**config.mk**
```make
export PLATFORM = sky130hd
export DESIGN_NAME = cpwm_carrier
export DESIGN_NICKNAME = d
export VERILOG_FILES = /design/src/rtl/cpwm_pkg.sv /design/src/rtl/cpwm_regs.sv /design/src/rtl/cpwm_ctrl.sv /design/src/rtl/cpwm_main_cnt.sv /design/src/rtl/cpwm_aux_cnt.sv /design/src/rtl/cpwm_carrier.sv
export SDC_FILE = /design/constraint.sdc
export NUM_CORES = 1
export LEC_CHECK = 0
export BUFFER_PORTS_ARGS = -buffer_cell sky130_fd_sc_hd__buf_2
export CORE_ASPECT_RATIO = 0.7
export CORE_UTILIZATION = 60
export DETAILED_ROUTE_END_ITERATION = 6
export GPL_ROUTABILITY_DRIVEN = 0
export PLACE_DENSITY = 0.87
export RECOVER_POWER = 100
export SYNTH_ARGS = -nofsm -noshare
export SYNTH_HDL_FRONTEND = slang
export SYNTH_SLANG_ARGS = --single-unit
```
**constraint.sdc**
```tcl
create_clock -name clk -period 3.83 [get_ports clk]
set_input_delay 0 -clock clk [delete_from_list [all_inputs] [get_ports clk]]
set_output_delay 0 -clock clk [all_outputs]
set_load 0.02 [all_outputs]
```
**src/rtl/cpwm_pkg.sv**
```systemverilog
package cpwm_pkg;
  typedef enum logic {ST_IDLE = 1'b0, ST_RUN = 1'b1} run_st_t;

  localparam int unsigned REG_COUNT = 2;

  function automatic logic setting_ok(input logic [15:0] cyc, input logic [15:0] dt);
    logic [17:0] need;
    logic [17:0] peak;
    need = {1'b0, dt, 1'b0} + 18'd3;
    peak = {2'b00, cyc} + {2'b00, dt};
    return ({2'b00, cyc} >= need) && (peak <= 18'h0FFFF);
  endfunction
endpackage

```
**src/rtl/cpwm_regs.sv**
```systemverilog
module cpwm_regs #(
  parameter int W = 16,
  parameter int NREG = 2
) (
  input  logic         clk,
  input  logic         rst,
  input  logic         bus_sel,
  input  logic         bus_wr,
  input  logic         bus_addr,
  input  logic         bus_wide,
  input  logic [W-1:0] bus_wdata,
  output logic [W-1:0] bus_rdata,
  output logic         bus_err,
  output logic [W-1:0] dt_q,
  output logic [W-1:0] cyc_q
);
  localparam logic [W-1:0] RST_VAL = {W{1'b1}};

  logic [W-1:0] regs [NREG];
  logic         wr_ok;
  logic         bad_acc;

  assign wr_ok   = bus_sel && bus_wr && bus_wide;
  assign bad_acc = bus_sel && !bus_wide;

  for (genvar i = 0; i < NREG; i++) begin : g_reg
    always_ff @(posedge clk) begin
      if (rst) begin
        regs[i] <= RST_VAL;
      end else if (wr_ok && (int'(bus_addr) == i)) begin
        regs[i] <= bus_wdata;
      end
    end
  end

  always_ff @(posedge clk) begin
    if (rst) begin
      bus_rdata <= '0;
      bus_err   <= 1'b0;
    end else begin
      bus_err   <= bad_acc;
      bus_rdata <= (bus_sel && !bus_wr && bus_wide) ? regs[bus_addr] : '0;
    end
  end

  assign dt_q  = regs[0];
  assign cyc_q = regs[1];
endmodule

```
**src/rtl/cpwm_ctrl.sv**
```systemverilog
module cpwm_ctrl #(
  parameter int W = 16
) (
  input  logic         clk,
  input  logic         rst,
  input  logic         mode_en,
  input  logic         start,
  input  logic         tick,
  input  logic [W-1:0] dt_q,
  input  logic [W-1:0] cyc_q,
  output logic         load,
  output logic         step,
  output logic         run_q,
  output logic         cfg_err,
  output logic [W-1:0] dt_run,
  output logic [W-1:0] cyc_run,
  output logic [W-1:0] top_run
);
  import cpwm_pkg::*;

  run_st_t st;
  logic    try_go;
  logic    ok;

  assign ok     = setting_ok(cyc_q, dt_q);
  assign try_go = (st == ST_IDLE) && mode_en && start && !cfg_err;
  assign load   = try_go && ok;
  assign step   = (st == ST_RUN) && mode_en && start && tick;
  assign run_q  = (st == ST_RUN);

  always_ff @(posedge clk) begin
    if (rst) begin
      st      <= ST_IDLE;
      cfg_err <= 1'b0;
      dt_run  <= '0;
      cyc_run <= '0;
      top_run <= '0;
    end else begin
      if (!mode_en) begin
        st      <= ST_IDLE;
        cfg_err <= 1'b0;
      end else if (load) begin
        st      <= ST_RUN;
        dt_run  <= dt_q;
        cyc_run <= cyc_q;
        top_run <= cyc_q + dt_q;
      end else if (try_go) begin
        cfg_err <= 1'b1;
      end
    end
  end
endmodule

```
**src/rtl/cpwm_main_cnt.sv**
```systemverilog
module cpwm_main_cnt #(
  parameter int W = 16
) (
  input  logic         clk,
  input  logic         rst,
  input  logic         load,
  input  logic         step,
  input  logic [W-1:0] dt_q,
  input  logic [W-1:0] cyc_q,
  output logic [W-1:0] cnt_a,
  output logic [W-1:0] cnt_b,
  output logic         dir_up,
  output logic         crest,
  output logic         trough
);
  localparam logic [W-1:0] ONE = W'(1);

  always_ff @(posedge clk) begin
    if (rst) begin
      cnt_a  <= '0;
      cnt_b  <= '0;
      dir_up <= 1'b0;
      crest  <= 1'b0;
      trough <= 1'b0;
    end else begin
      crest  <= 1'b0;
      trough <= 1'b0;
      if (load) begin
        cnt_a  <= dt_q;
        cnt_b  <= '0;
        dir_up <= 1'b1;
      end else if (step) begin
        if (dir_up) begin
          if (cnt_b == cyc_q) begin
            dir_up <= 1'b0;
            cnt_a  <= cnt_a - ONE;
            cnt_b  <= cnt_b - ONE;
            trough <= (cnt_b == ONE);
          end else begin
            cnt_a  <= cnt_a + ONE;
            cnt_b  <= cnt_b + ONE;
            crest  <= ((cnt_b + ONE) == cyc_q);
          end
        end else begin
          if (cnt_b == '0) begin
            dir_up <= 1'b1;
            cnt_a  <= cnt_a + ONE;
            cnt_b  <= cnt_b + ONE;
            crest  <= (ONE == cyc_q);
          end else begin
            cnt_a  <= cnt_a - ONE;
            cnt_b  <= cnt_b - ONE;
            trough <= (cnt_b == ONE);
          end
        end
      end
    end
  end
endmodule

```
**src/rtl/cpwm_aux_cnt.sv**
```systemverilog
module cpwm_aux_cnt #(
  parameter int W = 16
) (
  input  logic         clk,
  input  logic         rst,
  input  logic         load,
  input  logic         step,
  input  logic [W-1:0] cyc_q,
  input  logic [W-1:0] top_q,
  input  logic [W-1:0] load_val,
  output logic [W-1:0] cnt_s,
  output logic         dir_up
);
  localparam logic [W-1:0] ONE = W'(1);

  always_ff @(posedge clk) begin
    if (rst) begin
      cnt_s  <= '0;
      dir_up <= 1'b0;
    end else if (load) begin
      cnt_s  <= load_val;
      dir_up <= 1'b0;
    end else if (step) begin
      if (dir_up) begin
        if (cnt_s == top_q) dir_up <= 1'b0;
        else                cnt_s  <= cnt_s + ONE;
      end else begin
        if (cnt_s == cyc_q) dir_up <= 1'b1;
        else                cnt_s  <= cnt_s - ONE;
      end
    end
  end
endmodule

```
**src/rtl/cpwm_carrier.sv**
```systemverilog
module cpwm_carrier #(
  parameter int W = 16
) (
  input  logic         clk,
  input  logic         rst,
  input  logic         bus_sel,
  input  logic         bus_wr,
  input  logic         bus_addr,
  input  logic         bus_wide,
  input  logic [W-1:0] bus_wdata,
  output logic [W-1:0] bus_rdata,
  output logic         bus_err,
  input  logic         mode_en,
  input  logic         start,
  input  logic         tick,
  output logic [W-1:0] cnt_a,
  output logic [W-1:0] cnt_b,
  output logic [W-1:0] cnt_s,
  output logic         dir_main,
  output logic         dir_aux,
  output logic         crest,
  output logic         trough,
  output logic         cfg_err
);
  logic [W-1:0] dt_q, cyc_q;
  logic [W-1:0] dt_run, cyc_run, top_run;
  logic         load, step, run_q;

  cpwm_regs #(.W(W), .NREG(cpwm_pkg::REG_COUNT)) u_regs (
    .clk(clk), .rst(rst), .bus_sel(bus_sel), .bus_wr(bus_wr),
    .bus_addr(bus_addr), .bus_wide(bus_wide), .bus_wdata(bus_wdata),
    .bus_rdata(bus_rdata), .bus_err(bus_err), .dt_q(dt_q), .cyc_q(cyc_q)
  );

  cpwm_ctrl #(.W(W)) u_ctrl (
    .clk(clk), .rst(rst), .mode_en(mode_en), .start(start), .tick(tick),
    .dt_q(dt_q), .cyc_q(cyc_q), .load(load), .step(step), .run_q(run_q),
    .cfg_err(cfg_err), .dt_run(dt_run), .cyc_run(cyc_run), .top_run(top_run)
  );

  cpwm_main_cnt #(.W(W)) u_main (
    .clk(clk), .rst(rst), .load(load), .step(step),
    .dt_q(dt_q), .cyc_q(cyc_run),
    .cnt_a(cnt_a), .cnt_b(cnt_b), .dir_up(dir_main),
    .crest(crest), .trough(trough)
  );

  cpwm_aux_cnt #(.W(W)) u_aux (
    .clk(clk), .rst(rst), .load(load), .step(step),
    .cyc_q(cyc_run), .top_q(top_run), .load_val(cyc_q + dt_q),
    .cnt_s(cnt_s), .dir_up(dir_aux)
  );
endmodule

```
==> flow_metrics.tcl, run 1 <==
set metrics [dict create \
    setup_viol 0 \
    r2r_cells 15 \
    violations "max-capacitance violations, max-slew violations" \
    io_buffer_count 94 \
    synth_enable_flop_cells 32 \
    ios 95 \
    timing.fmax_mhz 281 \
    die-area_mm2 0.0153 \
    synth_area_leaders "dfxtp_1 (23%), edfxtp_1 (11%), xnor2_1 (8.5%), ha_1 (7.3%), a21oi_1 (5.6%)" \
    path_depth 15 \
    routedWlPerCell_um 20.2 \
    synth.avg_cell_area_um2 8.51 \
    cap_violations 1 \
    postRouteWirelength_mm 27.0 \
    rows 36 \
    path_clk_slew_ps 60 \
    finalNetCount 1215 \
    fillers 1063 \
    die_y_um 104 \
    worst_pin_slew_ps 1550 \
    period_share_pct 92.8 \
    rsz0062_at_grt "no" \
    cp.arrival_ps 3910 \
    critPathSlowestCell "edfxtp_1" \
    ant_nets 0 \
    grt_max_degree 57 \
    cp-end-kind "register" \
    cts_num_sinks 135 \
    hold_class "input port to register" \
    synthToLayoutAreaGrowth_pct 15.5 \
    overflow 0 \
    grt_usage_pct 35.7 \
    ys_warn_count 0 \
    finalSetupTns_ps 0 \
    fin_crit_ps 3550 \
    seq_area_frac_synth_pct 33.9 \
    critPathMaxStageDelay_ps 610 \
    critPathLaunchType "register" \
    cts.htree.levels 4 \
    yosysTopAreaCell "dfxtp_1" \
    num_vias 8629 \
    fin_cells 1339 \
    synth_area_mm2 0.00891 \
    synth_ff_type "dfxtp_1" \
    grt_pass1_vias 8258 \
    cp_max_fo 36 \
    syn_inst 1046 \
    antenna_found_initial 0 \
    power.total_mw 4.01 \
    combinationalPowerShare_pct 14.7 \
    vias_per_cell 6.44 \
    leakage_nw 3.82 \
    antenna-diode-count 0 \
    seqPwrFrac_pct 39.6 \
    max-vdd-ir-drop_v 0.000283 \
    cp_common_cell "buf_4" \
    clock_skew_ps 7.92 \
    cts_made_buffers 17 \
    die_x_um 148 \
    drc 0 \
    p_per_area_mw_per_mm2 390 \
    critical_path_class "register to register" \
    firstDrtPassIters 7 \
    clock_path_buffers 2 \
    dpl.cell_count 1285 \
    maxSlewViolCount 17 \
    hpwl_mm 18.5 \
    slew_headroom_pct -3.26 \
    synthArstFlopShare_pct 0 \
    grt_pass1_wl_mm 43.2 \
    p_clk_share_pct 45.7 \
    crit_family "buffers and inverters" \
    p_int_mw 2.91 \
    yosys.cell_types.count 73 \
    cts_tree "built" \
    cts.root.buffer_cell "clkbuf_16" \
    worstPathRequired_ps 4180 \
    power.switching_mw 1.10 \
    yosysTopAreaCellShare_pct 23.2 \
    core_mm2 0.0142 \
    hold_viol_final 0 \
    syn-num-nets 1125 \
    p_sw_share_pct 27.5 \
    synth-seq-cells 135 \
    clock_latency_ps 430 \
    drive_gt1_share_pct 8.44 \
    crit_buf_inv 4 \
    holdPathStages 4 \
    first_iter_violations 1101 \
    outcome "complete, but fails checks" \
    initial_core_util_pct 62.8 \
    crit_chain "nand4_1 > inv_1 > and3_1 > nand3_1 > xor2_1 > ha_1 > a21o_1 > o21ai_0 > o211ai_1 > buf_4 > nand3_4 > buf_12 > buf_4 > nand2_1 > a21oi_1" \
]
## synthesized netlist by cell type (5+ instances only)
| library cell | number |
|---|---|
| o2111ai_1 | 6 |
| xnor2_1 | 86 |
| nand4_1 | 25 |
| a31oi_1 | 9 |
| buf_1 | 5 |
| xor2_1 | 35 |
| a21o_1 | 10 |
| nand2b_1 | 23 |
| ha_1 | 52 |
| mux2_2 | 7 |
| nand3_1 | 29 |
| a21oi_1 | 99 |
| o21a_1 | 7 |
| inv_1 | 20 |
| o21ai_0 | 17 |
| clkbuf_1 | 46 |
| mux2i_1 | 25 |
| o211ai_1 | 6 |
| nor4_1 | 16 |
| nor3_1 | 26 |
| nor2_1 | 98 |
| dfxtp_1 | 103 |
| nand2_1 | 104 |
| and4_1 | 5 |
| o21ai_1 | 9 |
| a211oi_1 | 19 |
| nor3b_1 | 5 |
| and3_1 | 11 |
| o21bai_1 | 6 |
| or3_1 | 21 |
| edfxtp_1 | 32 |
| or4_1 | 7 |
| buf_2 | 7 |
## registers in the layout (all words and copies together) (netlist names), 16 cells and up
name,cells
u_regs.bus_rdata,16
u_main.cnt_b,16
u_ctrl.cyc_run,16
u_aux.cnt_s,16
u_regs.regs,32
u_main.cnt_a,16
u_ctrl.top_run,16
## repair_timing
action / 4_1_cts / 5_1_grt
resized for setup: 0 / 2
hold endpoints to repair: 35 / 0
setup endpoints to repair: 0 / 8
hold buffers: 19 / 0
buffers inserted: 0 / 3
## kinds of logic (layout without fill, tap and decap cells)
kind of cell	after synthesis	in the layout	synth area share (%)
compound gates	224	224	16.0
xor+xnor	122	122	12.1
fa+ha+maj	54	54	7.75
buf+inv	83	186	3.89
flops	135	135	33.9
mux	32	32	3.69
simple gates	396	396	22.6
## worst paths after layout
| kind | start | end | slack, ps |
|---|---|---|---|
| worst max-delay path | u_regs.regs[0][6] | u_ctrl.top_run[1] | 280 |
| worst min-delay path | start | u_ctrl.cfg_err | 40 |
| worst max register to register | u_regs.regs[0][6] | u_ctrl.top_run[1] | 280 |
| worst min register to register | u_ctrl.top_run[3] | u_ctrl.top_run[3] | 480 |
## power by group through the flow
stage | Sequential (mW) | Combinational (mW) | Clock [mW]
after floorplan | 1.59 | 0.402 | 0
after detailed placement | 1.61 | 0.545 | 0
after global placement | 1.61 | 0.532 | 0
final | 1.59 | 0.591 | 1.84
after global routing | 1.59 | 0.640 | 1.90
after CTS | 1.58 | 0.571 | 1.83
## per-stage QoR
step	hold slack, ps	worst slack, ps	area [um2]	utilization (%)
global route	77.9	5.18	10300	72.5
detailed placement	225	336	9510	67.0
floorplan	76.1	754	8910	-
CTS	47.4	292	10400	73.0
global placement	211	580	9510	67.0
finish	42.8	276	10300	72.5
## worst reg2reg max path, stage by stage (launching register included)
cell	delay (ps)
edfxtp_1	610
nand4_1	290
inv_1	150
and3_1	190
nand3_1	100
xor2_1	170
ha_1	330
a21o_1	200
o21ai_0	180
o211ai_1	120
buf_4	170
nand3_4	140
buf_12	220
buf_4	330
nand2_1	140
a21oi_1	160
## layer usage
metal	track usage (%)	up-vias	part of all wire, %
met3	9.78	87	13
met5	0	-	0
met2	53.8	578	44
li1	-	3956	-
met4	13.0	0	2.6
met1	48.9	4008	41
## layout by cell type, fill, tap and decap left out, types with 10 or more instances in the layout
master,synthesis,routed
nand2b_1,23,23
ha_1,52,52
nand4_1,25,25
a211oi_1,19,19
xor2_1,35,35
nand3_1,29,28
and3_1,11,10
clkbuf_1,46,74
dlygate4sd3_1,0,19
dfxtp_1,103,103
nor2_1,98,98
nor4_1,16,16
clkbuf_16,0,17
buf_4,3,16
a21o_1,10,10
xnor2_1,86,86
a21oi_1,99,99
or3_1,21,21
nand2_1,104,104
edfxtp_1,32,32
buf_2,7,24
nor3_1,26,26
inv_1,20,20
o21ai_0,17,17
mux2i_1,25,25
## area by class of cell
| class | count | area, um2 | share of cell area (%) |
|---|---|---|---|
| clock inverters | 14 | 223 | 2.17 |
| repair buffers | 134 | 744 | 7.24 |
| multi-input cells | 828 | 5550 | 54.0 |
| clock buffers | 18 | 429 | 4.17 |
| well taps | 190 | 238 | 2.31 |
| inverters | 20 | 75.1 | 0.730 |
| flip-flops and latches | 135 | 3020 | 29.4 |
(Power assumes the default switching activity.)
==> run 2: changes to the inputs <==
--- a/config.mk
+++ b/config.mk
@@ -5,12 +5,13 @@
 export SDC_FILE = /design/constraint.sdc
 export NUM_CORES = 1
 export LEC_CHECK = 0
+export ABC_AREA = 1
 export BUFFER_PORTS_ARGS = -buffer_cell sky130_fd_sc_hd__buf_2
 export CORE_ASPECT_RATIO = 0.7
-export CORE_UTILIZATION = 60
+export CORE_UTILIZATION = 61
 export DETAILED_ROUTE_END_ITERATION = 6
 export GPL_ROUTABILITY_DRIVEN = 0
-export PLACE_DENSITY = 0.87
+export PLACE_DENSITY = 0.88
 export RECOVER_POWER = 100
 export SYNTH_ARGS = -nofsm -noshare
 export SYNTH_HDL_FRONTEND = slang
==> flow_metrics.tcl, run 2 <==
set metrics [dict create \
    hold_class "input port to register" \
    yosys.cell_types.count 53 \
    worst_pin_slew_ps 1330 \
    core_mm2 0.0163 \
    synthToLayoutAreaGrowth_pct 12.6 \
    grt_usage_pct 36.0 \
    crit_family "simple AND/OR/NAND/NOR gates" \
    cts_made_buffers 17 \
    firstDrtPassIters 7 \
    seq_area_frac_synth_pct 29.8 \
    cts_tree "built" \
    path_clk_slew_ps 60 \
    die-area_mm2 0.0171 \
    overflow 0 \
    synth_enable_flop_cells 32 \
    yosysTopAreaCell "dfxtp_1" \
    ys_warn_count 0 \
    cp_common_cell "nand2_1" \
    yosysTopAreaCellShare_pct 20.4 \
    grt_pass1_vias 9704 \
    largest_register_ffs 32 \
    postRouteWirelength_mm 30.5 \
    synthTopCellsByCount "nand2_1 (401), inv_1 (189), nor2_1 (142)" \
    maxSlewViolCount 0 \
    setup_viol 0 \
    antenna-diode-count 0 \
    drc 0 \
    max-vdd-ir-drop_v 0.000228 \
    rsz0062_at_grt "no" \
    crit_chain "ha_1 > nand2_1 > nor2_4 > nand2_2 > nor2_2 > nand3_1 > xor2_1 > inv_1 > ha_1 > nand2_1 > nor2_1 > a211oi_1 > nand2_1 > nand2_1 > nand2_1 > nand4_4 > buf_12 > nand2_1 > inv_1 > nand2_1 > a21oi_1" \
    synth_area_mm2 0.0101 \
    cap_violations 0 \
    power.total_mw 4.01 \
    routedWlPerCell_um 16.5 \
    synth.most_common_cell "nand2_1" \
    rows 39 \
    clock_latency_ps 430 \
    outcome "completed" \
    critical_path_class "register to register" \
    slew_headroom_pct 11.5 \
    critPathLaunchType "register" \
    io_buffer_count 94 \
    synth_ff_type "dfxtp_1" \
    synth_area_leaders "dfxtp_1 (20%), nand2_1 (15%), edfxtp_1 (9.5%), inv_1 (7.0%), xor2_1 (6.5%)" \
    antenna_found_initial 0 \
    ant_nets 0 \
    cp_max_fo 21 \
    initial_core_util_pct 62.2 \
    crit_buf_inv 3 \
    largest-register "u_regs.regs" \
    first_iter_violations 1333 \
    grt_pass1_wl_mm 48.3 \
    p_per_area_mw_per_mm2 352 \
    hold_viol_final 0 \
    finalNetCount 1685 \
    cts.root.buffer_cell "clkbuf_16" \
    drive_gt1_share_pct 6.30 \
    clock_skew_ps 8.52 \
    layout_common_cells "nand2_1 (402), inv_1 (190), nor2_1 (142), a21oi_1 (116), dfxtp_1 (103)" \
    worstPathRequired_ps 4170 \
    die_x_um 156 \
    cp.arrival_ps 3790 \
    vias_per_cell 5.84 \
    period_share_pct 89.9 \
    syn-num-nets 1592 \
    timing.fmax_mhz 290 \
    clock_path_buffers 2 \
    post_cts_buffers 0 \
    num_vias 10775 \
    whs_ps 95.4 \
    cp-end-kind "register" \
    leakage_nw 5.10 \
    critPathSlowestCell "edfxtp_1" \
    postLayoutCoreUtil_pct 70.0 \
    synth.avg_cell_area_um2 6.70 \
    synth-seq-cells 135 \
    finalSetupTns_ps 0 \
    grt_max_degree 47 \
    fin_crit_ps 3440 \
    ios 95 \
    die_y_um 110 \
    hpwl_mm 22.1 \
    synthArstFlopShare_pct 0 \
    syn_inst 1513 \
    cts_num_sinks 135 \
    final_common_cell "nand2_1" \
    critPathMaxStageDelay_ps 470 \
    cts.htree.levels 4 \
]
-- run 2: cell count changes in the layout (fill, tap and decap cells not counted), moves of 40 or more --
cell	previous run	this run
inv_1	20	190
nand2_1	104	402
nand3_1	28	100
nor2_1	98	142
o21ai_0	17	72
xnor2_1	86	31
xor2_1	35	75
-- run 2: worst reg2reg max path: stages, from the launching register on --
cell,delay (ps)
edfxtp_1,470
ha_1,240
nand2_1,100
nor2_4,160
nand2_2,100
nor2_2,130
nand3_1,100
xor2_1,150
inv_1,60
ha_1,280
nand2_1,80
nor2_1,50
a211oi_1,210
nand2_1,80
nand2_1,90
nand2_1,100
nand4_4,190
buf_12,180
nand2_1,60
inv_1,270
nand2_1,120
a21oi_1,130
-- run 2: path summary, 6_finish.rpt --
kind	start	endpoint	slack [ps]	cells after the start
setup / recovery	u_regs.regs[0][1]	u_main.cnt_a[12]	390	21
hold / removal	bus_addr	u_regs.bus_rdata[0]	100	3
setup reg to reg	u_regs.regs[0][1]	u_main.cnt_a[12]	390	21
hold reg to reg	u_ctrl.top_run[4]	u_ctrl.top_run[4]	460	2
-- run 2: report_power, final --
part / internal (mW) / switching [mW]
logic: 0.292 / 0.538
clock network: 0.901 / 0.694
registers: 1.51 / 0.0776
total: 2.70 / 1.31
-- run 2: what timing repair did --
action                     CTS  global route
hold buffers                19             0
hold endpoints to repair    35             0
gates resized for setup      0             1
setup endpoints to repair    0             4
-- run 2: routing by layer --
layer / vias up / part of all wire, % / global-route usage, %
li1: 5082 / - / -
met1: 4911 / 41 / 48.1
met2: 687 / 44 / 56.6
met3: 95 / 12 / 9.34
met4: 0 / 2.9 / 12.5
met5: - / 0 / 0
-- run 2: kinds of logic (layout without fill, tap and decap cells) --
family                     Yosys count  after routing  share of synthesized area (%)
buffers and inverters              250            356                           10.0
AOI/OAI and AO/OA                  226            226                           12.2
adders and majority gates           54             54                           6.82
DFF                                135            135                           29.8
muxes                                1              1                         0.0988
xor gates and xnor gates           107            107                           9.39
and+or+nand+nor                    740            740                           31.7
-- run 2: final cells by class --
type / instances / area (um2)
well taps: 225 / 282
clock inverters: 13 / 110
multi-input cells: 1128 / 6070
flip-flops and latches: 135 / 3020
fillers: 1381 / 4890
inverters: 195 / 732
repair buffers: 129 / 722
clock buffers: 19 / 464
-- run 2: per-stage QoR --
stage | worst slack, ps | std cells | area, um2
after floorplan | 1090 | 1513 | 10100
after global placement | 632 | 1793 | 10800
after detailed placement | 450 | 1793 | 10800
after CTS | 424 | 1844 | 11500
after global routing | 68.7 | 1844 | 11400
final | 387 | 1844 | 11400
==> run 3: changes to the inputs <==
--- a/config.mk
+++ b/config.mk
@@ -8,10 +8,10 @@
 export ABC_AREA = 1
 export BUFFER_PORTS_ARGS = -buffer_cell sky130_fd_sc_hd__buf_2
 export CORE_ASPECT_RATIO = 0.7
-export CORE_UTILIZATION = 61
+export CORE_UTILIZATION = 32
 export DETAILED_ROUTE_END_ITERATION = 6
 export GPL_ROUTABILITY_DRIVEN = 0
-export PLACE_DENSITY = 0.88
+export PLACE_DENSITY = 0.54
 export RECOVER_POWER = 100
 export SYNTH_ARGS = -nofsm -noshare
 export SYNTH_HDL_FRONTEND = slang
==> flow_metrics.tcl, run 3 (synthesis results as in run 2) <==
set metrics [dict create \
    timing.fmax_mhz 290 \
    finalNetCount 1684 \
    whs_ps 68.4 \
    cap_violations 0 \
    io_buffer_count 94 \
    vias_per_cell 4.89 \
    place_ws_ps 392 \
    layout_common_cells "nand2_1 (401), inv_1 (190), nor2_1 (142), a21oi_1 (116), dfxtp_1 (103)" \
    ant_nets 0 \
    clock_latency_ps 450 \
    cts_tree "built" \
    period_share_pct 89.9 \
    fin_crit_ps 3440 \
    postRouteWirelength_mm 32.8 \
    grt_pass1_wl_mm 51.7 \
    overflow 0 \
    dpl.cell_count 1987 \
    core_mm2 0.0311 \
    cts.htree.levels 4 \
    hold_viol_final 0 \
    num_vias 9961 \
    rsz0062_at_grt "no" \
    ff2ff_setup_slack_ps 390 \
    firstDrtPassIters 5 \
    critical_path_class "register to register" \
    largest-register "u_regs.regs" \
    seq_area_mm2 0.00302 \
    stdcell_area_mm2 0.0116 \
    cts.root.buffer_cell "clkbuf_16" \
    post_cts_resized 0 \
    drive_gt1_share_pct 6.37 \
    finalSetupTns_ps 0 \
    ios 95 \
    synthToLayoutAreaGrowth_pct 14.9 \
    final_common_cell "nand2_1" \
    antenna_found_initial 1 \
    first_iter_violations 991 \
    antenna-diode-count 0 \
    die-area_mm2 0.0324 \
    hold_class "input port to register" \
    maxSlewViolCount 0 \
    max-vdd-ir-drop_v 0.000240 \
    grt_max_degree 47 \
    leakage_nw 5.11 \
    grt_pass1_vias 9067 \
    cp-end-kind "register" \
    routedWlPerCell_um 16.1 \
    cp.arrival_ps 3810 \
    initial_core_util_pct 32.5 \
    worstPathRequired_ps 4190 \
    rows 54 \
    critPathLaunchType "register" \
    dpl-instance-area_mm2 0.0110 \
    postLayoutCoreUtil_pct 37.4 \
    outcome "completed" \
    multi_input_area_mm2 0.00607 \
    grt_usage_pct 20.6 \
    die_y_um 151 \
    setup_ws_ps 386 \
    clock_skew_ps 8.56 \
    worst_pin_slew_ps 1140 \
    drc 0 \
    hpwl_mm 25.6 \
    fillers 3394 \
    die_x_um 215 \
    power.total_mw 4.13 \
    cts_made_buffers 17 \
    fin_cells 2038 \
    cp_max_fo 21 \
    setup_viol 0 \
    largest_register_ffs 32 \
    clock_path_buffers 2 \
    cts_num_sinks 135 \
    slew_headroom_pct 23.9 \
    path_clk_slew_ps 60 \
    p_per_area_mw_per_mm2 355 \
]
[run 3: path summary, 6_finish.rpt]
kind | cells past startpoint | startpoint | to
max | 19 | u_regs.regs[0][0] | u_main.cnt_b[14]
min | 2 | rst | u_ctrl.top_run[1]
max reg2reg | 19 | u_regs.regs[0][0] | u_main.cnt_b[14]
min reg2reg | 2 | u_ctrl.top_run[15] | u_ctrl.top_run[15]
[run 3: what timing repair did]
item	in CTS	in global routing
hold buffers	19	0
buffers inserted	0	0
endpoints found under the hold margin	35	0
[run 3: layer usage]
layer / global-route usage, % / vias up / part of all wire, % / routed length, um
met1: 31.7 / 4533 / 53 / 17200
met4: 4.89 / 0 / 1.2 / 399
met2: 29.0 / 300 / 40 / 13000
met5: 0 / - / 0 / 0
li1: - / 5099 / - / -
met3: 3.82 / 29 / 6.5 / 2120
[run 3: power breakdown]
| group | internal (mW) | switching (mW) | leakage, nW |
|---|---|---|---|
| sequential | 1.51 | 0.0875 | 1.15 |
| combinational | 0.294 | 0.536 | 3.66 |
| clock | 1.02 | 0.684 | 0.297 |
[run 3: layout make-up]
| cell class | instances | area share [%] |
|---|---|---|
| multi-input cells | 1128 | 52.2 |
| flip-flops and latches | 135 | 26.0 |
| inverters | 195 | 6.29 |
| repair buffers | 128 | 5.84 |
| well taps | 420 | 4.51 |
| clock buffers | 20 | 4.02 |
| clock inverters | 12 | 1.19 |
[run 3: worst max-delay path, stage by stage (launching register included)]
cell      delay [ps]
edfxtp_1         510
ha_1             240
nand2_1           90
nor2_4           150
nand2_2           90
nor2_2           130
nand3_1          100
xor2_1           160
inv_1             60
ha_1             280
nand2_1           80
nor2_1            50
a211oi_1         170
nand2_1           80
nand2_1           90
nand2_1           90
nand4_4          230
nand2_2          210
clkbuf_4         300
a211oi_1         220
